`config.mk`:
```
export PLATFORM = sky130hd
export DESIGN_NAME = wiper_bank
export DESIGN_NICKNAME = d
export VERILOG_FILES = /design/src/rtl/wpr_pkg.sv /design/src/rtl/wpr_sync_edge.sv /design/src/rtl/wpr_step_ctl.sv /design/src/rtl/wpr_cell.sv /design/src/rtl/wiper_bank.sv
export SDC_FILE = /design/constraint.sdc
export NUM_CORES = 1
export LEC_CHECK = 0
export BUFFER_PORTS_ARGS = -buffer_cell sky130_fd_sc_hd__buf_2
export CAP_MARGIN = 20
export CORE_AREA = 2 2 140 142
export CTS_CLUSTER_DIAMETER = 120
export DETAILED_ROUTE_END_ITERATION = 7
export DIE_AREA = 0 0 142 144
export PLACE_DENSITY_LB_ADDON = 0.15
export SLEW_MARGIN = 20
export SYNTH_ARGS = -nofsm -noshare
export SYNTH_HDL_FRONTEND = slang
export SYNTH_HIERARCHICAL = 1
export SYNTH_SLANG_ARGS = --single-unit
```
`constraint.sdc`:
```
create_clock -name clk -period 2.6 [get_ports clk]
set_input_delay 0.13 -clock clk [delete_from_list [all_inputs] [get_ports clk]]
set_output_delay 0.13 -clock clk [all_outputs]
set_load 0.01 [all_outputs]
```
`src/rtl/wpr_pkg.sv`:
```
package wpr_pkg;

    localparam int unsigned POT_COUNT  = 4;
    localparam int unsigned POS_BITS   = 6;
    localparam int unsigned SYNC_DEPTH = 2;

    // Which source updates a position in a given cycle
    typedef enum logic [2:0] {
        LD_HOLD,
        LD_SERIAL,
        LD_GLOBAL,
        LD_SINGLE,
        LD_UP,
        LD_DOWN
    } load_src_e;

    // A step request produced by the stepping controller
    typedef struct packed {
        logic req;
        logic up;
    } step_req_t;

    // One saturating step within [0, top]
    function automatic logic [15:0] sat_step(logic [15:0] v, logic up, logic [15:0] top);
        if (up) begin
            return (v >= top) ? top : v + 16'd1;
        end
        return (v == 16'd0) ? 16'd0 : v - 16'd1;
    endfunction

endpackage

```
`src/rtl/wpr_sync_edge.sv`:
```
module wpr_sync_edge #(
    parameter int unsigned STAGES = 2,
    parameter logic        IDLE   = 1'b0
) (
    input  logic clk,
    input  logic rst,
    input  logic din,
    output logic level,
    output logic rise
);
    localparam int unsigned DEPTH = STAGES + 1;

    logic [DEPTH-1:0] chain;

    always_ff @(posedge clk) begin
        if (rst) begin
            chain <= {DEPTH{IDLE}};
        end else begin
            chain <= {chain[DEPTH-2:0], din};
        end
    end

    assign level = chain[STAGES-1];
    assign rise  = chain[STAGES-1] & ~chain[STAGES];
endmodule

```
`src/rtl/wpr_step_ctl.sv`:
```
module wpr_step_ctl
    import wpr_pkg::*;
#(
    parameter int unsigned PBITS = 2
) (
    input  logic             clk,
    input  logic             rst,
    input  logic             arm,
    input  logic [PBITS-1:0] arm_pot,
    input  logic             end_rise,
    input  logic             sck_rise,
    input  logic             si_level,
    output logic [PBITS-1:0] sel_pot,
    output step_req_t        step
);
    logic armed;

    always_ff @(posedge clk) begin
        if (rst) begin
            armed   <= 1'b0;
            sel_pot <= '0;
        end else if (arm) begin
            armed   <= 1'b1;
            sel_pot <= arm_pot;
        end else if (end_rise) begin
            armed   <= 1'b0;
        end
    end

    assign step.req = armed & sck_rise;
    assign step.up  = si_level;
endmodule

```
`src/rtl/wpr_cell.sv`:
```
module wpr_cell
    import wpr_pkg::*;
#(
    parameter int unsigned WBITS = 6
) (
    input  logic             clk,
    input  logic             rst,
    input  logic [WBITS-1:0] recall_val,
    input  load_src_e        src,
    input  logic [WBITS-1:0] load_val,
    output logic [WBITS-1:0] pos,
    output logic [(1<<WBITS)-1:0] taps
);
    localparam int unsigned NTAP = 1 << WBITS;
    localparam logic [15:0] TOP  = 16'(NTAP - 1);

    logic [WBITS-1:0] nxt;

    always_comb begin
        case (src)
            LD_SERIAL, LD_GLOBAL, LD_SINGLE: nxt = load_val;
            LD_UP:   nxt = WBITS'(sat_step(16'(pos), 1'b1, TOP));
            LD_DOWN: nxt = WBITS'(sat_step(16'(pos), 1'b0, TOP));
            default: nxt = pos;
        endcase
    end

    always_ff @(posedge clk) begin
        if (rst) begin
            pos <= recall_val;
        end else begin
            pos <= nxt;
        end
    end

    for (genvar t = 0; t < NTAP; t++) begin : g_tap
        assign taps[t] = (pos == WBITS'(t));
    end
endmodule

```
`src/rtl/wiper_bank.sv`:
```
module wiper_bank
    import wpr_pkg::*;
#(
    parameter int unsigned NPOT        = POT_COUNT,
    parameter int unsigned WBITS       = POS_BITS,
    parameter int unsigned SYNC_STAGES = SYNC_DEPTH,
    localparam int unsigned PBITS      = (NPOT > 1) ? $clog2(NPOT) : 1,
    localparam int unsigned NTAP       = 1 << WBITS
) (
    input  logic                  clk,
    input  logic                  rst,
    input  logic [NPOT*WBITS-1:0] nv_slot0,
    input  logic                  wr_en,
    input  logic [PBITS-1:0]      wr_pot,
    input  logic [WBITS-1:0]      wr_data,
    input  logic                  xfer_en,
    input  logic [PBITS-1:0]      xfer_pot,
    input  logic [WBITS-1:0]      xfer_data,
    input  logic                  gxfer_en,
    input  logic [NPOT*WBITS-1:0] gxfer_data,
    input  logic                  step_arm,
    input  logic [PBITS-1:0]      step_pot,
    input  logic                  sck,
    input  logic                  si,
    input  logic                  cs_n,
    input  logic [PBITS-1:0]      rd_pot,
    output logic [WBITS-1:0]      rd_data,
    output logic [NPOT*WBITS-1:0] wiper_pos,
    output logic [NPOT*NTAP-1:0]  tap_sel
);
    logic             sck_level, sck_rise;
    logic             si_level, si_rise;
    logic             cs_level, cs_rise;
    logic [PBITS-1:0] sel_pot;
    step_req_t        step;
    logic [WBITS-1:0] pos_arr [NPOT];

    wpr_sync_edge #(.STAGES(SYNC_STAGES), .IDLE(1'b0)) u_sck_sync (
        .clk(clk), .rst(rst), .din(sck), .level(sck_level), .rise(sck_rise)
    );
    wpr_sync_edge #(.STAGES(SYNC_STAGES), .IDLE(1'b0)) u_si_sync (
        .clk(clk), .rst(rst), .din(si), .level(si_level), .rise(si_rise)
    );
    wpr_sync_edge #(.STAGES(SYNC_STAGES), .IDLE(1'b1)) u_cs_sync (
        .clk(clk), .rst(rst), .din(cs_n), .level(cs_level), .rise(cs_rise)
    );

    wpr_step_ctl #(.PBITS(PBITS)) u_step (
        .clk      (clk),
        .rst      (rst),
        .arm      (step_arm),
        .arm_pot  (step_pot),
        .end_rise (cs_rise),
        .sck_rise (sck_rise),
        .si_level (si_level),
        .sel_pot  (sel_pot),
        .step     (step)
    );

    for (genvar p = 0; p < NPOT; p++) begin : g_pot
        load_src_e        src;
        logic [WBITS-1:0] val;

        // Fixed priority: serial > global > single > step
        always_comb begin
            src = LD_HOLD;
            val = '0;
            if (wr_en && wr_pot == PBITS'(p)) begin
                src = LD_SERIAL;
                val = wr_data;
            end else if (gxfer_en) begin
                src = LD_GLOBAL;
                val = gxfer_data[p*WBITS +: WBITS];
            end else if (xfer_en && xfer_pot == PBITS'(p)) begin
                src = LD_SINGLE;
                val = xfer_data;
            end else if (step.req && sel_pot == PBITS'(p)) begin
                src = step.up ? LD_UP : LD_DOWN;
            end
        end

        wpr_cell #(.WBITS(WBITS)) u_cell (
            .clk        (clk),
            .rst        (rst),
            .recall_val (nv_slot0[p*WBITS +: WBITS]),
            .src        (src),
            .load_val   (val),
            .pos        (pos_arr[p]),
            .taps       (tap_sel[p*NTAP +: NTAP])
        );

        assign wiper_pos[p*WBITS +: WBITS] = pos_arr[p];
    end

    assign rd_data = pos_arr[rd_pot];

    // Level and rise outputs that the block does not consume
    logic unused_sync;
    assign unused_sync = sck_level ^ si_rise ^ cs_level;
endmodule

```
; ---- Word level (Yosys, flattened, before mapping)
; Index checks and enable logic that the tools add are counted.
[word_totals]
register_bits = 35
latch_bits = 0
ramBits = 0
rom_bits = 0
in_bits = 77
out_inout_bits = 286
wordCells = 395
n_memories = 0
[classes]
addsub = 8
multipliers = 0
n_div = 0
magnitude_cmp = 5
eq_ne = 281
shift = 0
muxes = 58
bitwise_logic = 6
n_reduce_logical = 28
[ops]
columns = cell, count
row1 = $eq 6x6->1 const B, 128
row2 = $eq 6x5->1 const B, 64
row3 = $eq 6x4->1 const B, 32
row4 = $mux 6, 30
row5 = $eq 6x3->1 const B, 16
row6 = $pmux 6 s3, 4
row7 = $eq 6x2->1 const B, 8
row8 = $mux 3, 16
row9 = $add 6x1->6 const B, 4
row10 = $eq 3x2->1 const B, 8
row11 = $eq 3x3->1 const B, 8
row12 = $eq 6x1->1 const B, 4
row13 = $ge 6x6->1 const B, 4
row14 = $logic_not 6->1, 4
row15 = $sub 6x1->6 const B, 4
row16 = $reduce_bool 4->1, 4
row17 = $bmux 6 s2, 1
row18 = $eq 2x2->1 const B, 6
row19 = $eq 3x1->1 const B, 4
row20 = $logic_and 1x1->1, 12
row21 = $reduce_or 3->1, 4
row22 = $mux 1, 7
row23 = $eq 2x1->1 const B, 3
row24 = $logic_not 2->1, 3
row25 = other kinds (5), 8

; ---- Depth between registers and ports, before layout
; Gate-level depths: netlist of run 1.
[logic_depth]
word_depth = 13
depth_mapped = 10
ltp_nobuf = 9

; ---- By module
; Netlist of run 1, hierarchy kept.
[by_module_without_submodules]
columns = mod, instances, cells_per_inst, area_each_um2, seq_area_each_um2
row1 = wpr_cell (g_pot[2].u_cell ...), 2, 166, 1032.2, 180.2
row2 = wpr_cell (g_pot[0].u_cell ...), 2, 159, 979.7, 180.2
row3 = wiper_bank, 1, 133, 918.4, 0.0
row4 = wpr_sync_edge (u_sck_sync ...), 2, 7, 87.6, 60.1
row5 = wpr_step_ctl, 1, 12, 116.4, 60.1
row6 = wpr_sync_edge (u_cs_sync), 1, 7, 85.1, 60.1

; ---- Worst setup path after synthesis of run 1
; No wires, ideal clock.
[synth_path]
path_type = register to register
startpoint = register u_sck_sync.chain[1]
endpoint = register g_pot[2].u_cell.pos[4] (data pin)
setup_time_ps = 146
arrival_ps = 2144
t_required_ps = 2454
slack_ps = 310
stages_incl_launch_ff = 10
path_buffers = 1
period_less_slack_ps = 2290
cell_sequence = dfxtp_1 nor2b_2 and2_1 nor2b_1 nand3b_1 nor3b_1 nand2b_1 buf_1 or4_1 a21oi_1
[synth_rtl]
columns = element, line_no
row1 = start: declaration, wpr_sync_edge.sv:13  ; logic [DEPTH-1:0] chain;
row2 = start signal: assignment, wpr_sync_edge.sv:17  ; chain <= {DEPTH{IDLE}};
row3 = start signal: assignment, wpr_sync_edge.sv:19  ; chain <= {chain[DEPTH-2:0], din};
row4 = end signal: assignment, wpr_cell.sv:30  ; pos <= recall_val;
row5 = end signal: assignment, wpr_cell.sv:32  ; pos <= nxt;
row6 = end: declaration, wpr_cell.sv:11  ; output logic [WBITS-1:0] pos,

==> results of run 1 <==
-- flip-flops by register name, indices dropped and copies added (netlist names) --
signal,flops
u_si_sync/chain,2
u_step/armed,1
u_cs_sync/chain,3
u_sck_sync/chain,3
u_step/sel_pot,2
g_pot.u_cell/pos,24
-- placed cells by master, fill, tap and decap left out, types with 6 or more instances in the layout --
cell type,instances
buf_4,53
edfxtp_1,24
dfxtp_1,11
o22a_1,6
xor2_1,8
nand3_1,27
nand2b_1,11
inv_1,24
ha_1,20
nor3_1,7
a221oi_2,8
nor2_1,292
or2_2,6
mux4_2,6
a31oi_1,6
a22oi_1,25
a21oi_1,43
nor3b_1,6
o21a_1,6
buf_2,362
diode_2,7
a21oi_2,6
xnor2_1,6
nand2_1,69
o21ai_0,20
nor2b_1,31
o211ai_1,6
-- worst max path at each step --
stage	slack, ns	cells after the start	endpoint
global placement	0.27	8	g_pot[2].u_cell/pos[4]$_DFFE_PP_
finish	0.22	8	g_pot[2].u_cell/pos[4]$_DFFE_PP_
floorplan	0.31	9	g_pot[2].u_cell/pos[4]$_DFFE_PP_
CTS	0.23	8	g_pot[2].u_cell/pos[4]$_DFFE_PP_
global route	0.06	9	g_pot[2].u_cell/pos[1]$_DFFE_PP_
detailed placement	0.26	8	g_pot[2].u_cell/pos[4]$_DFFE_PP_
-- through the flow --
step                hold slack [ns]  utilization (%)  std cells  area [sq um]
detailed placement            0.316             39.0       1403          7440
CTS                          0.0149             39.8       1411          7580
global route                 0.0268             39.8       1413          7590
finish                       0.0239             39.8       1418          7600
floorplan                     0.199                -        813          5280
global placement              0.314             39.0       1403          7440
-- worst register-to-register path: stages, from the launching register on --
cell and delay [ns]:
dfxtp_1 0.32, nor2b_2 0.12, and2_1 0.13, nor2b_1 0.34
nand3b_1 0.13, nor3b_1 0.30, nand2b_1 0.20, or4_1 0.54
a21oi_1 0.16
-- metal layers --
metal / share of wire [%] / up-vias / GRT usage, %
met5: 0.11 / - / 0
met4: 1.4 / 4 / 4.47
met1: 43 / 3169 / 28.0
met3: 6.5 / 24 / 3.54
met2: 49 / 296 / 39.8
li1: - / 3480 / -
-- area by class of cell --
| cell class | instances | area, sq um | area share, % |
|---|---|---|---|
| antenna | 7 | 17.5 | 0.230 |
| tap | 238 | 298 | 3.92 |
| timing repair buffer | 415 | 2210 | 29.1 |
| sequential | 35 | 941 | 12.4 |
| multi-input combinational | 689 | 3890 | 51.2 |
| inverter | 26 | 97.6 | 1.28 |
| clock inverter | 1 | 5.00 | 0.0658 |
| clock buffer | 7 | 143 | 1.88 |
-- power by group --
group          internal (uW)  leakage, uW  total, uW  switching (uW)
clock network            381    0.0000739        635             254
logic                    490      0.00351       1310             824
registers                661     0.000337        728            66.8
total                   1530      0.00392       2680            1140
==> run_results.csv, run 1 <==
group,metric,value,unit
detailed_routing,drtIter0Drc,400,
grt,grt_pass1_vias,6343,
placement,dp_slack,0.263,ns
critical_path,cp-start-kind,"flop",
sta,rsz0062_at_grt,"no",
sta,setup_viol,0,
sta,timing.final.crit_period,2.38,ns
critical_path,crit_required,2.74,ns
pwr,leakage,0.00392,uW
logic_synthesis,syn_inst,813,
clock_tree,cts-buffers-inserted,5,
clock_tree,worst_skew_pair.late_latency,0.29,ns
floorplan,die_h,144,um
grt,grt-ovfl-total,0,
critical_path,slowest_stage,"or4_1",
cells_and_area,drive_above_1_share,39.7,%
flow_run,maxCapViolations,0,
grt,grt_max_degree,27,
pwr,ir_worst_vdd,0.214,mV
detailed_routing,ant_nets,0,
floorplan,die_w,142,um
critical_path,r2r_cells,8,
floorplan,dieArea,20400,sq um
min_path,hold_depth,2,
critical_path,path_buf_inv,0,
detailed_routing,via_per_inst,4.92,
placement,dpl.hpwl,19100,um
detailed_routing,routedWlPerCell,16.9,um
clock_tree,clock_path_buffers,2,
floorplan,coreArea,19100,sq um
logic_synthesis,syn_nets,910,
sta,hold_viol,0,
critical_path,rr_startpoint,"u_sck_sync/chain[1]$_SDFF_PP0_",
placement,port_buffers,362,
sta,post-route-period-util,91.4,%
floorplan,placementRows,51,
sta,finClkSkew,0.00420,ns
clock_tree,ctsHoldBuffers,0,
logic_synthesis,synth_area,5280,sq um
logic_synthesis,synth_warnings,6,
detailed_routing,drt_pass1_iterations,5,
pwr,p_per_area,352,nW/um^2
cells_and_area,fill_cells,2154,
logic_synthesis,syn_area_per_cell,6.50,sq um
clock_tree,root_buffer,"clkbuf_16",
sta,slew_violations,0,
run_status,status,"finished clean",
sta,max_slew_margin,50.4,%
clock_tree,cts_setup_buffers,0,
min_path,hold_path.class,"primary input to flop",
cells_and_area,finalNetCount,1269,
clock_tree,clock_sinks,35,
critical_path,r2r-end,"g_pot[2].u_cell/pos[4]$_DFFE_PP_",
detailed_routing,wirelength,24000,um
critical_path,startpoint,"u_sck_sync/chain[1]$_SDFF_PP0_",
sta,setup_slack,0.225,ns
floorplan,initial_core_util,27.7,%
sta,fmax,0.421,GHz
critical_path,max_stage_delay,0.54,ns
pwr,p_total,2680,uW
grt,grt_first_pass_wirelength,35500,um
detailed_routing,vias,6973,
min_path,holdPathEnd,"u_cs_sync/chain[0]$_SDFF_PP1_",
sta,tns,0,ns
critical_path,r2r_slack,0.22,ns
sta,worst_pin_slew,0.744,ns
critical_path,cp_top_family,"simple AND/OR/NAND/NOR gates",
grt,antenna_found_initial,7,
grt,grt_usage,22.1,%
min_path,hp-start,"cs_n",
floorplan,num_io_pins,363,
clock_tree,clk_pin_slew_worst_paths,0.06,ns
clock_tree,cts_tree,"yes",
placement,gp_congestion,0.841,
detailed_routing,drc_errors,0,
clock_tree,ctsResizeCount,0,
critical_path,crit_chain,"nor2b_2 > and2_1 > nor2b_1 > nand3b_1 > nor3b_1 > nand2b_1 > or4_1 > a21oi_1",
critical_path,cp.arrival,2.52,ns
critical_path,crit_type,"flop to flop",
clock_tree,cts_htree_levels,2,
critical_path,path_max_fanout,5,
critical_path,end_kind,"flop",
cells_and_area,areaGrowthSynthToFinish,43.9,%
No activity file was read; power rests on OpenSTA's default activity.
==> run 2, diff against run 1 <==
--- a/config.mk
+++ b/config.mk
@@ -11,6 +11,7 @@
 export CTS_CLUSTER_DIAMETER = 120
 export DETAILED_ROUTE_END_ITERATION = 7
 export DIE_AREA = 0 0 142 144
+export HOLD_SLACK_MARGIN = 0.15
 export PLACE_DENSITY_LB_ADDON = 0.15
 export SLEW_MARGIN = 20
 export SYNTH_ARGS = -nofsm -noshare
==> constraint.sdc (replaced) <==
create_clock -name clk -period 2.4 [get_ports clk]
set_input_delay 0.12 -clock clk [delete_from_list [all_inputs] [get_ports clk]]
set_output_delay 0.12 -clock clk [all_outputs]
set_load 0.01 [all_outputs]
==> run_results.csv, run 2 (synthesis gave the netlist of run 1 again) <==
group,metric,value,unit
critical_path,cp-start-kind,"flop",
placement,dp_cells,1407,
placement,gp_congestion,0.851,
detailed_routing,wirelength,24200,um
detailed_routing,vias,7047,
grt,grt_first_pass_wirelength,35600,um
floorplan,placementRows,51,
cells_and_area,largest-register,"g_pot.u_cell/pos",
cells_and_area,layout_commonest_cell,"buf_2",
detailed_routing,via_per_inst,4.91,
pwr,power.internal,1650,uW
flow_run,maxCapViolations,0,
pwr,switchingPower,1250,uW
min_path,hold_path.class,"primary input to flop",
sta,hold_viol,0,
sta,tns,0,ns
cells_and_area,regArea,941,sq um
clock_tree,worst_skew_pair.late_latency,0.29,ns
sta,timing.final.crit_period,2.22,ns
detailed_routing,drt_pass1_iterations,7,
floorplan,coreArea,19100,sq um
cells_and_area,final_cell_mix,"362 x buf_2, 291 x nor2_1, 69 x nand2_1",
grt,antenna_found_initial,7,
clock_tree,root_buffer,"clkbuf_16",
pwr,ir_worst_vdd,0.223,mV
grt,grt_max_degree,25,
floorplan,initial_core_util,27.7,%
cells_and_area,drive_above_1_share,40.0,%
detailed_routing,drc_errors,0,
cells_and_area,multi_input_area,3900,sq um
critical_path,cp.arrival,2.26,ns
pwr,power_frac_seq,27.7,%
floorplan,die_h,144,um
sta,finClkSkew,0.00623,ns
clock_tree,cts-buffers-inserted,5,
run_status,status,"finished clean",
floorplan,num_io_pins,363,
pwr,swShare,43.2,%
pwr,pwr-share-comb,49.1,%
pwr,p_per_area,373,nW/um^2
sta,rsz0062_at_grt,"no",
critical_path,crit_type,"flop to flop",
pwr,clockPowerShare,23.2,%
sta,post-route-period-util,92.5,%
floorplan,die_w,142,um
placement,port_buffers,362,
placement,dpl.hpwl,19300,um
cells_and_area,fill_cells,2151,
detailed_routing,drtIter0Drc,493,
cells_and_area,fin_cells,1435,
sta,fmax,0.450,GHz
grt,grt-ovfl-total,0,
grt,grt_pass1_vias,6337,
clock_tree,clock_sinks,35,
sta,max_slew_margin,54.3,%
cells_and_area,areaGrowthSynthToFinish,47.2,%
critical_path,crit_required,2.44,ns
cells_and_area,top_regs,"g_pot.u_cell/pos: 24 flops, u_cs_sync/chain: 3 flops, u_sck_sync/chain: 3 flops",
clock_tree,clk_pin_slew_worst_paths,0.06,ns
sta,worst_pin_slew,0.684,ns
floorplan,dieArea,20400,sq um
sta,setup_viol,0,
pwr,leakage,0.00401,uW
cells_and_area,largest_register_ffs,24,
grt,grt_usage,22.0,%
critical_path,path_max_fanout,6,
cells_and_area,finalNetCount,1289,
sta,whs,0.146,ns
sta,slew_violations,0,
clock_tree,clock_path_buffers,2,
clock_tree,cts_tree,"yes",
detailed_routing,routedWlPerCell,16.8,um
detailed_routing,ant_nets,0,
critical_path,end_kind,"flop",
clock_tree,cts_htree_levels,2,
[run 2: cell count changes in the layout (fill, tap and decap cells not counted), sizes merged]
cell / before / now
diode: 7 / 4
inv: 24 / 26
dlygate4sd3: 0 / 12
buf: 415 / 423
clkbuf: 7 / 5
[run 2: area by class of cell]
type	instances	share of cell area (%)
Multi-Input combinational cell	689	50.1
Timing Repair Buffer	435	30.7
Sequential cell	35	12.1
Tap cell	238	3.83
Clock buffer	5	1.61
Inverter	26	1.26
Clock inverter	3	0.225
Antenna cell	4	0.129
[run 2: through the flow]
| stage | util [%] | worst slack, ns | total power [uW] | cell area, sq um |
|---|---|---|---|---|
| global placement | 39.1 | 0.124 | 2230 | 7470 |
| floorplan | - | 0.110 | 1670 | 5280 |
| global route | 40.7 | 0.00274 | 3100 | 7770 |
| detailed placement | 39.1 | 0.0968 | 2220 | 7470 |
| CTS | 40.5 | 0.0963 | 2920 | 7730 |
| finish | 40.8 | 0.180 | 2900 | 7780 |
[run 2: worst paths after layout]
kind,end,depth (start not counted),slack (ns),from
setup / recovery,g_pot[1].u_cell/pos[5]$_DFFE_PP_,9,0.18,u_sck_sync/chain[1]$_SDFF_PP0_
hold / removal,g_pot[0].u_cell/pos[1]$_DFFE_PP_,2,0.15,nv_slot0[1]
setup reg to reg,g_pot[1].u_cell/pos[5]$_DFFE_PP_,9,0.18,u_sck_sync/chain[1]$_SDFF_PP0_
hold reg to reg,u_cs_sync/chain[1]$_SDFF_PP1_,1,0.41,u_cs_sync/chain[0]$_SDFF_PP1_
[run 2: repair_timing]
action / 4_1_cts / 5_1_grt
endpoints found under the hold margin: 10 / 0
endpoints found under the setup margin: 0 / 7
setup buffers: 0 / 4
hold buffers: 12 / 0
gates resized for setup: 0 / 3
[run 2: critical path: stages, from the launching register on]
cell	delay, ns
dfxtp_1	0.32
nor2b_2	0.12
and2_1	0.13
nor3b_1	0.19
buf_4	0.16
nand3b_1	0.08
o211ai_1	0.29
nor2_2	0.12
and3b_1	0.20
o32a_2	0.37
[run 2: power by group through the flow]
stage,Sequential [uW],Clock [uW],Combinational (uW)
finish,805,674,1420
global route,817,710,1570
CTS,804,683,1430
detailed placement,817,0,1410
global placement,818,0,1410
floorplan,825,0,844
[run 2: layer usage]
metal / wire (um) / GRT usage [%] / up-vias / share of wire, %
met3: 1460 / 3.58 / 18 / 6.0
met2: 11900 / 39.9 / 277 / 49
met1: 10600 / 27.9 / 3232 / 44
li1: - / - / 3514 / -
met4: 222 / 3.79 / 6 / 0.92
met5: 40 / 0 / - / 0.17
